## src/rtl/sdram_hk_pkg.sv

```systemverilog
package sdram_hk_pkg;

    typedef enum logic [2:0] {
        ST_IDLE,
        ST_WAIT,
        ST_PRE,
        ST_GAP1,
        ST_IREF,
        ST_GAP2,
        ST_LMR,
        ST_RUN
    } hk_state_e;

    typedef struct packed {
        logic prech;
        logic arf;
        logic lmr;
    } hk_cmd_t;

    function automatic logic is_gap(input hk_state_e s);
        return (s == ST_GAP1) || (s == ST_GAP2);
    endfunction

    function automatic hk_state_e gap_exit(input hk_state_e s);
        return (s == ST_GAP1) ? ST_IREF : ST_LMR;
    endfunction

endpackage

```

## src/rtl/hk_step_timer.sv

```systemverilog
module hk_step_timer #(
    parameter int W = 8
) (
    input  logic         clk,
    input  logic         rst,
    input  logic         clr,
    input  logic [W-1:0] limit,
    output logic         done
);
    logic [W-1:0] cnt;

    assign done = (cnt == limit);

    always_ff @(posedge clk) begin
        if (rst || clr) begin
            cnt <= '0;
        end else if (!done) begin
            cnt <= cnt + 1'b1;
        end
    end
endmodule

```

## src/rtl/hk_period_timer.sv

```systemverilog
module hk_period_timer #(
    parameter int W = 10
) (
    input  logic         clk,
    input  logic         rst,
    input  logic         run,
    input  logic [W-1:0] period,
    output logic         due
);
    logic [W-1:0] cnt;
    logic         active;

    assign active = run && (period != '0);
    assign due    = active && (cnt >= (period - 1'b1));

    always_ff @(posedge clk) begin
        if (rst || !active) begin
            cnt <= '0;
        end else if (due) begin
            cnt <= '0;
        end else begin
            cnt <= cnt + 1'b1;
        end
    end
endmodule

```

## src/rtl/hk_pend_ctr.sv

```systemverilog
module hk_pend_ctr #(
    parameter int DEPTH = 4,
    parameter int CW    = 3
) (
    input  logic          clk,
    input  logic          rst,
    input  logic          clear,
    input  logic          due,
    input  logic          issue_ok,
    output logic [CW-1:0] count,
    output logic          issue,
    output logic          ovf
);
    localparam logic [CW-1:0] FULL = CW'(DEPTH);

    assign issue = issue_ok && (count != '0);

    always_ff @(posedge clk) begin
        if (rst || clear) begin
            count <= '0;
            ovf   <= 1'b0;
        end else if (due && !issue) begin
            if (count == FULL) begin
                ovf <= 1'b1;
            end else begin
                count <= count + 1'b1;
            end
        end else if (!due && issue) begin
            count <= count - 1'b1;
        end
    end
endmodule

```

## src/rtl/hk_sequencer.sv

```systemverilog
module hk_sequencer
    import sdram_hk_pkg::*;
(
    input  logic      clk,
    input  logic      rst,
    input  logic      en,
    input  logic      init_done,
    input  logic      gap_done,
    output hk_state_e state
);
    hk_state_e nxt;

    always_comb begin
        nxt = state;
        if (!en) begin
            nxt = ST_IDLE;
        end else begin
            unique case (state)
                ST_IDLE: nxt = ST_WAIT;
                ST_WAIT: if (init_done) nxt = ST_PRE;
                ST_PRE:  nxt = ST_GAP1;
                ST_GAP1,
                ST_GAP2: if (gap_done) nxt = gap_exit(state);
                ST_IREF: nxt = ST_GAP2;
                ST_LMR:  nxt = ST_RUN;
                ST_RUN:  nxt = ST_RUN;
                default: nxt = ST_IDLE;
            endcase
        end
    end

    always_ff @(posedge clk) begin
        if (rst) begin
            state <= ST_IDLE;
        end else begin
            state <= nxt;
        end
    end
endmodule

```

## src/rtl/sdram_hk_seq.sv

```systemverilog
module sdram_hk_seq
    import sdram_hk_pkg::*;
#(
    parameter  int PER_W    = 10,
    parameter  int DLY_W    = 14,
    parameter  int GAP_W    = 3,
    parameter  int PEND_MAX = 4,
    localparam int CNT_W    = $clog2(PEND_MAX + 1)
) (
    input  logic             clk,
    input  logic             rst,
    input  logic             en,
    input  logic [PER_W-1:0] refresh_period,
    input  logic [DLY_W-1:0] init_delay,
    input  logic [GAP_W-1:0] step_gap,
    input  logic             busy,
    output logic             cmd_pre,
    output logic             cmd_ref,
    output logic             cmd_lmr,
    output logic             ready,
    output logic             ref_req,
    output logic [CNT_W-1:0] pend_cnt,
    output logic             overflow
);
    hk_state_e state;
    hk_cmd_t   cmd;
    logic      init_done;
    logic      gap_done;
    logic      run;
    logic      due;
    logic      issue;

    hk_sequencer u_seq (
        .clk       (clk),
        .rst       (rst),
        .en        (en),
        .init_done (init_done),
        .gap_done  (gap_done),
        .state     (state)
    );

    hk_step_timer #(.W(DLY_W)) u_init_tmr (
        .clk   (clk),
        .rst   (rst),
        .clr   (state != ST_WAIT),
        .limit (init_delay),
        .done  (init_done)
    );

    hk_step_timer #(.W(GAP_W)) u_gap_tmr (
        .clk   (clk),
        .rst   (rst),
        .clr   (!is_gap(state)),
        .limit (step_gap),
        .done  (gap_done)
    );

    assign run = en && (state == ST_RUN);

    hk_period_timer #(.W(PER_W)) u_per_tmr (
        .clk    (clk),
        .rst    (rst),
        .run    (run),
        .period (refresh_period),
        .due    (due)
    );

    hk_pend_ctr #(.DEPTH(PEND_MAX), .CW(CNT_W)) u_pend (
        .clk      (clk),
        .rst      (rst),
        .clear    (!run),
        .due      (due),
        .issue_ok (run && !busy),
        .count    (pend_cnt),
        .issue    (issue),
        .ovf      (overflow)
    );

    always_comb begin
        cmd.prech = en && (state == ST_PRE);
        cmd.arf   = (en && (state == ST_IREF)) || issue;
        cmd.lmr   = en && (state == ST_LMR);
    end

    assign cmd_pre = cmd.prech;
    assign cmd_ref = cmd.arf;
    assign cmd_lmr = cmd.lmr;
    assign ready   = run;
    assign ref_req = run && (pend_cnt != '0);
endmodule

```

## config.mk

```make
export PLATFORM = sky130hd
export DESIGN_NAME = sdram_hk_seq
export DESIGN_NICKNAME = d
export VERILOG_FILES = /design/src/rtl/sdram_hk_pkg.sv /design/src/rtl/hk_step_timer.sv /design/src/rtl/hk_period_timer.sv /design/src/rtl/hk_pend_ctr.sv /design/src/rtl/hk_sequencer.sv /design/src/rtl/sdram_hk_seq.sv
export SDC_FILE = /design/constraint.sdc
export NUM_CORES = 1
export LEC_CHECK = 0
export ABC_CLOCK_PERIOD_IN_PS = 4150
export BUFFER_PORTS_ARGS = -buffer_cell sky130_fd_sc_hd__buf_4
export CAP_MARGIN = 20
export CORE_MARGIN = 4
export CORE_UTILIZATION = 51
export CTS_CLUSTER_SIZE = 25
export DETAILED_ROUTE_END_ITERATION = 7
export GPL_TIMING_DRIVEN = 0
export PLACE_DENSITY = 0.86
export SETUP_SLACK_MARGIN = 0.05
export SKIP_CTS_REPAIR_TIMING = 1
export SLEW_MARGIN = 0
export SYNTH_ARGS = -nofsm -noshare
export SYNTH_HDL_FRONTEND = slang
export SYNTH_HIERARCHICAL = 1
export SYNTH_SLANG_ARGS = --single-unit
```

## constraint.sdc

```tcl
create_clock -name clk -period 4.15 [get_ports clk]
set_input_delay 1.0375 -clock clk [delete_from_list [all_inputs] [get_ports clk]]
set_output_delay 1.0375 -clock clk [all_outputs]
set_load 0.05 [all_outputs]
```

==> results.txt <==
The design draws 0.653 mW. The dominant delay contributor by cell family on the critical path is simple AND/OR/NAND/NOR gates. The flow ran to the end, but the final reports show violations. For the final instance count without filler cells, the log shows 379. The tools report the startpoint kind of the worst setup timing path as a primary input. Distinct cell type count of the synthesized netlist: 56. The number of primary I/O pins is 40, and the data required time of the critical path is 4.34 ns.

The final antenna diode count is 0, and the post-synthesis sequential area ratio is 28.2%. Cells fill 65.8% of the core in the end. The logs give 2084 for the number of global-route vias before repair and 0.27 ns for the clock latency on the worst-skew pair. The register bit count reported by yosys came out at 34. The shortest period the worst path allows is 4.20 ns.

The final hold violation count was 0; the maximum number of pins on one net before global-route repair was 12. The die covers 5890 µm². The leading register cell type out of synthesis was sky130_fd_sc_hd__dfxtp_1.

The clock network is responsible for 38.6% of the overall power. The switching share of power works out to 23.5%. The mean number of vias per cell is 5.70.

The final total negative setup slack is -0.0463 ns. The run gives 50.4% as the sequential fraction of design power. The run gives 2160 as the number of vias after detailed routing. In this run the core area contains 24 standard-cell rows.

The clock edge transition at the registers on the reported setup and hold paths was 0.07 ns. Of all flip-flops after synthesis, the portion carrying an async set or reset was 0%. The final critical path takes up 101% of the cycle. The critical path buffer and inverter count is 2. The count of buffers added on input and output ports is 39. The power per unit of standard cell area works out to 222 nW/µm². For this run, the post-layout net count is 372.

A synthesized cell averages 8.74 µm². STA classifies the critical path endpoint as a flop. The number of clock sinks came out at 34. Setup repair after global routing could not meet its margin everywhere. The tree is rooted in a sky130_fd_sc_hd__clkbuf_8. The run gives 1.06 nW as the leakage component of the power. The startpoint-to-endpoint class of the critical path is primary input to flop. The tools report the final routed wirelength across all metal layers as 5.19 mm.

Traced cell by cell, the critical path runs through buf_8 -> nor4_4 -> nand4_1 -> or3_1 -> xor2_1 -> ha_1 -> nand3_2 -> or3_4 -> nor2_2 -> o21a_1 -> buf_6 -> nand2b_4 -> fa_2 -> and3b_1 -> a211o_1 -> a311oi_1. VDD sags by at most 0.271 mV. The run gives 1 as the final-report setup violation count. For the worst slack at placement, the log shows -0.346 ns. In the post-synthesis netlist, the biggest area contributors are sky130_fd_sc_hd__dfxtp_1 (28%), sky130_fd_sc_hd__xnor2_1 (10%), sky130_fd_sc_hd__ha_1 (7.3%). The first global-routing pass estimated 8.76 mm of wire. After technology mapping, the gate count stands at 276. Across the run, the number of max-cap violations was 0. In the global route stage, overall resource usage came out at 17.4%. Based on the critical path, the design can be clocked at up to 0.238 GHz. Between clock sinks in the finished design, the worst skew comes to 0.00552 ns. The run gives -0.0463 ns as the least setup slack across all paths after layout. Compared with the post-synthesis result, the final layout area differs by 22.1%. Including well taps, the total number of placed cells is 367. The tightest min-delay check is of the flop to flop type. The cell type with the highest aggregate area in the netlist is sky130_fd_sc_hd__dfxtp_1. The checks that failed: setup timing. Yosys instantiated no cell more often than sky130_fd_sc_hd__dfxtp_1. The final routed wire length divided by cell count was 13.7 µm; the core area was 4470 µm². For this design, the slowest cell found on the critical path is sky130_fd_sc_hd__or3_1. In this run the remaining antenna-violating nets after routing total 0. From left edge to right edge, the die measures 76.8 µm.

At the pin with the least slew margin, the transition time is 0.489 ns. The final estimated routing congestion in global placement is 0.835, and the design internal power is 0.499 mW. The maximum cell stage delay along the critical path is 0.36 ns, and the residual overflow from global routing is 0. The tools report the initial antenna violation count as 0.

The commonest cells after synthesis are sky130_fd_sc_hd__dfxtp_1 (34), sky130_fd_sc_hd__xnor2_1 (28), sky130_fd_sc_hd__nand2_1 (22). Cells with a size suffix above 1 make up 28.1% of the layout. In this run the tightest slew margin relative to its limit is 67.2%. In this run the number of H-tree levels came out at 2. The number of buffers between clock root and the deepest sink is 2, and the power dissipated by switching net loads is 0.154 mW.

Of all nets on the critical path, the largest fanout is 4. The share of synthesized area in the top cell type comes to 28.2%. The final HPWL from detailed placement was 3.94 mm. The fraction of power consumed by combinational cells is 11.0%.

The initial core utilization is 53.9%. Number of enable flip-flop cells after synthesis: 0. The first routing iteration left 79 violations. The run gives 322 as the net count of the mapped netlist. The number of detailed-route iterations in the first pass was 4. In this run the cell area of the synthesized design comes to 2410 µm². The number of max-slew violations in the final report is 0, and the number of buffers created by CTS is 5. The logs give 6 for the number of synthesis warnings and 4.38 ns for the worst endpoint data arrival time.

TritonCTS built the clock tree. After detailed routing, the number of remaining DRC violations is 0. In this run the vertical extent of the chip is 76.8 µm.
## power by group through the flow
stage               clock, mW  sequential (mW)  combinational, mW
floorplan                   0            0.336             0.0329
global placement            0            0.337             0.0660
finish                  0.252            0.329             0.0717
global route            0.274            0.329             0.0793
CTS                     0.259            0.329             0.0687
detailed placement          0            0.337             0.0683
## final timing paths
kind	end	cells after the start	start	slack [ns]
setup / recovery	u_pend/count[2]	16	refresh_period[3]	-0.05
hold / removal	u_init_tmr/cnt[13]	2	u_init_tmr/cnt[13]	0.50
setup reg to reg	u_pend/count[2]	11	u_seq/state[2]	1.43
hold reg to reg	u_init_tmr/cnt[13]	2	u_init_tmr/cnt[13]	0.50
## through the flow
stage	hold slack [ns]	cell area (µm²)
after CTS	0.500	2890
after global routing	0.515	2940
after detailed placement	0.491	2790
after global placement	0.479	2790
final	0.499	2940
after floorplan	0.463	2440
## layer usage
layer / global-route usage, % / share of wire [%]
met1: 21.4 / 44
met2: 31.3 / 52
met3: 3.51 / 4.2
met4: 3.62 / 0.39
met5: 0 / 0
## logic make-up (layout without fill, tap and decap cells)
family / count (synthesis) / after routing / synth area share (%)
AO/OA/AOI/OAI: 48 / 48 / 14.2
adder cells (fa/ha/maj): 15 / 15 / 8.10
XOR/XNOR: 38 / 38 / 14.4
AND/OR/NAND/NOR: 116 / 116 / 28.3
flip-flops: 34 / 34 / 28.2
buffers and inverters: 19 / 70 / 4.26
multiplexers: 6 / 6 / 2.49
## cell usage in the layout (no fill, tap or decap), types with 3 or more instances in the layout
cell | synthesis | layout
sky130_fd_sc_hd__buf_6 | 1 | 3
sky130_fd_sc_hd__or3_2 | 8 | 8
sky130_fd_sc_hd__mux2i_1 | 6 | 6
sky130_fd_sc_hd__nand3_1 | 10 | 9
sky130_fd_sc_hd__dfxtp_1 | 34 | 34
sky130_fd_sc_hd__or4_1 | 4 | 4
sky130_fd_sc_hd__clkbuf_8 | 0 | 6
sky130_fd_sc_hd__and4bb_2 | 3 | 3
sky130_fd_sc_hd__a21oi_1 | 11 | 11
sky130_fd_sc_hd__buf_4 | 0 | 41
sky130_fd_sc_hd__nand2b_1 | 4 | 3
sky130_fd_sc_hd__nand4_1 | 8 | 8
sky130_fd_sc_hd__ha_1 | 14 | 14
sky130_fd_sc_hd__nor3_1 | 17 | 17
sky130_fd_sc_hd__xnor2_1 | 28 | 28
sky130_fd_sc_hd__nor2_1 | 19 | 18
sky130_fd_sc_hd__nand2_1 | 22 | 22
sky130_fd_sc_hd__inv_1 | 14 | 14
sky130_fd_sc_hd__xor2_1 | 8 | 8
sky130_fd_sc_hd__a41oi_1 | 3 | 3
sky130_fd_sc_hd__o31ai_1 | 4 | 4
sky130_fd_sc_hd__a21oi_2 | 6 | 6
sky130_fd_sc_hd__o21ai_1 | 9 | 9
## worst min-delay path: stages (launching register included)
cell,delay [ns]
sky130_fd_sc_hd__dfxtp_1,0.33
sky130_fd_sc_hd__o31ai_1,0.07
sky130_fd_sc_hd__a21oi_1,0.05
## registers in the layout (all words and copies together) (netlist names)
name            count
u_gap_tmr/cnt       3
u_init_tmr/cnt     14
u_pend/count        3
u_pend/ovf          1
u_per_tmr/cnt      10
u_seq/state         3
## cell type report
cell class	instances	area, µm²
well taps	52	65.1
flip-flops and latches	34	681
inverters	14	52.6
clock buffers	6	82.6
multi-input cells	223	1660
fillers	346	1530
clock inverters	2	12.5
repair buffers	43	334
plain buffers	5	56.3
No activity file was read; power rests on OpenSTA's default activity.
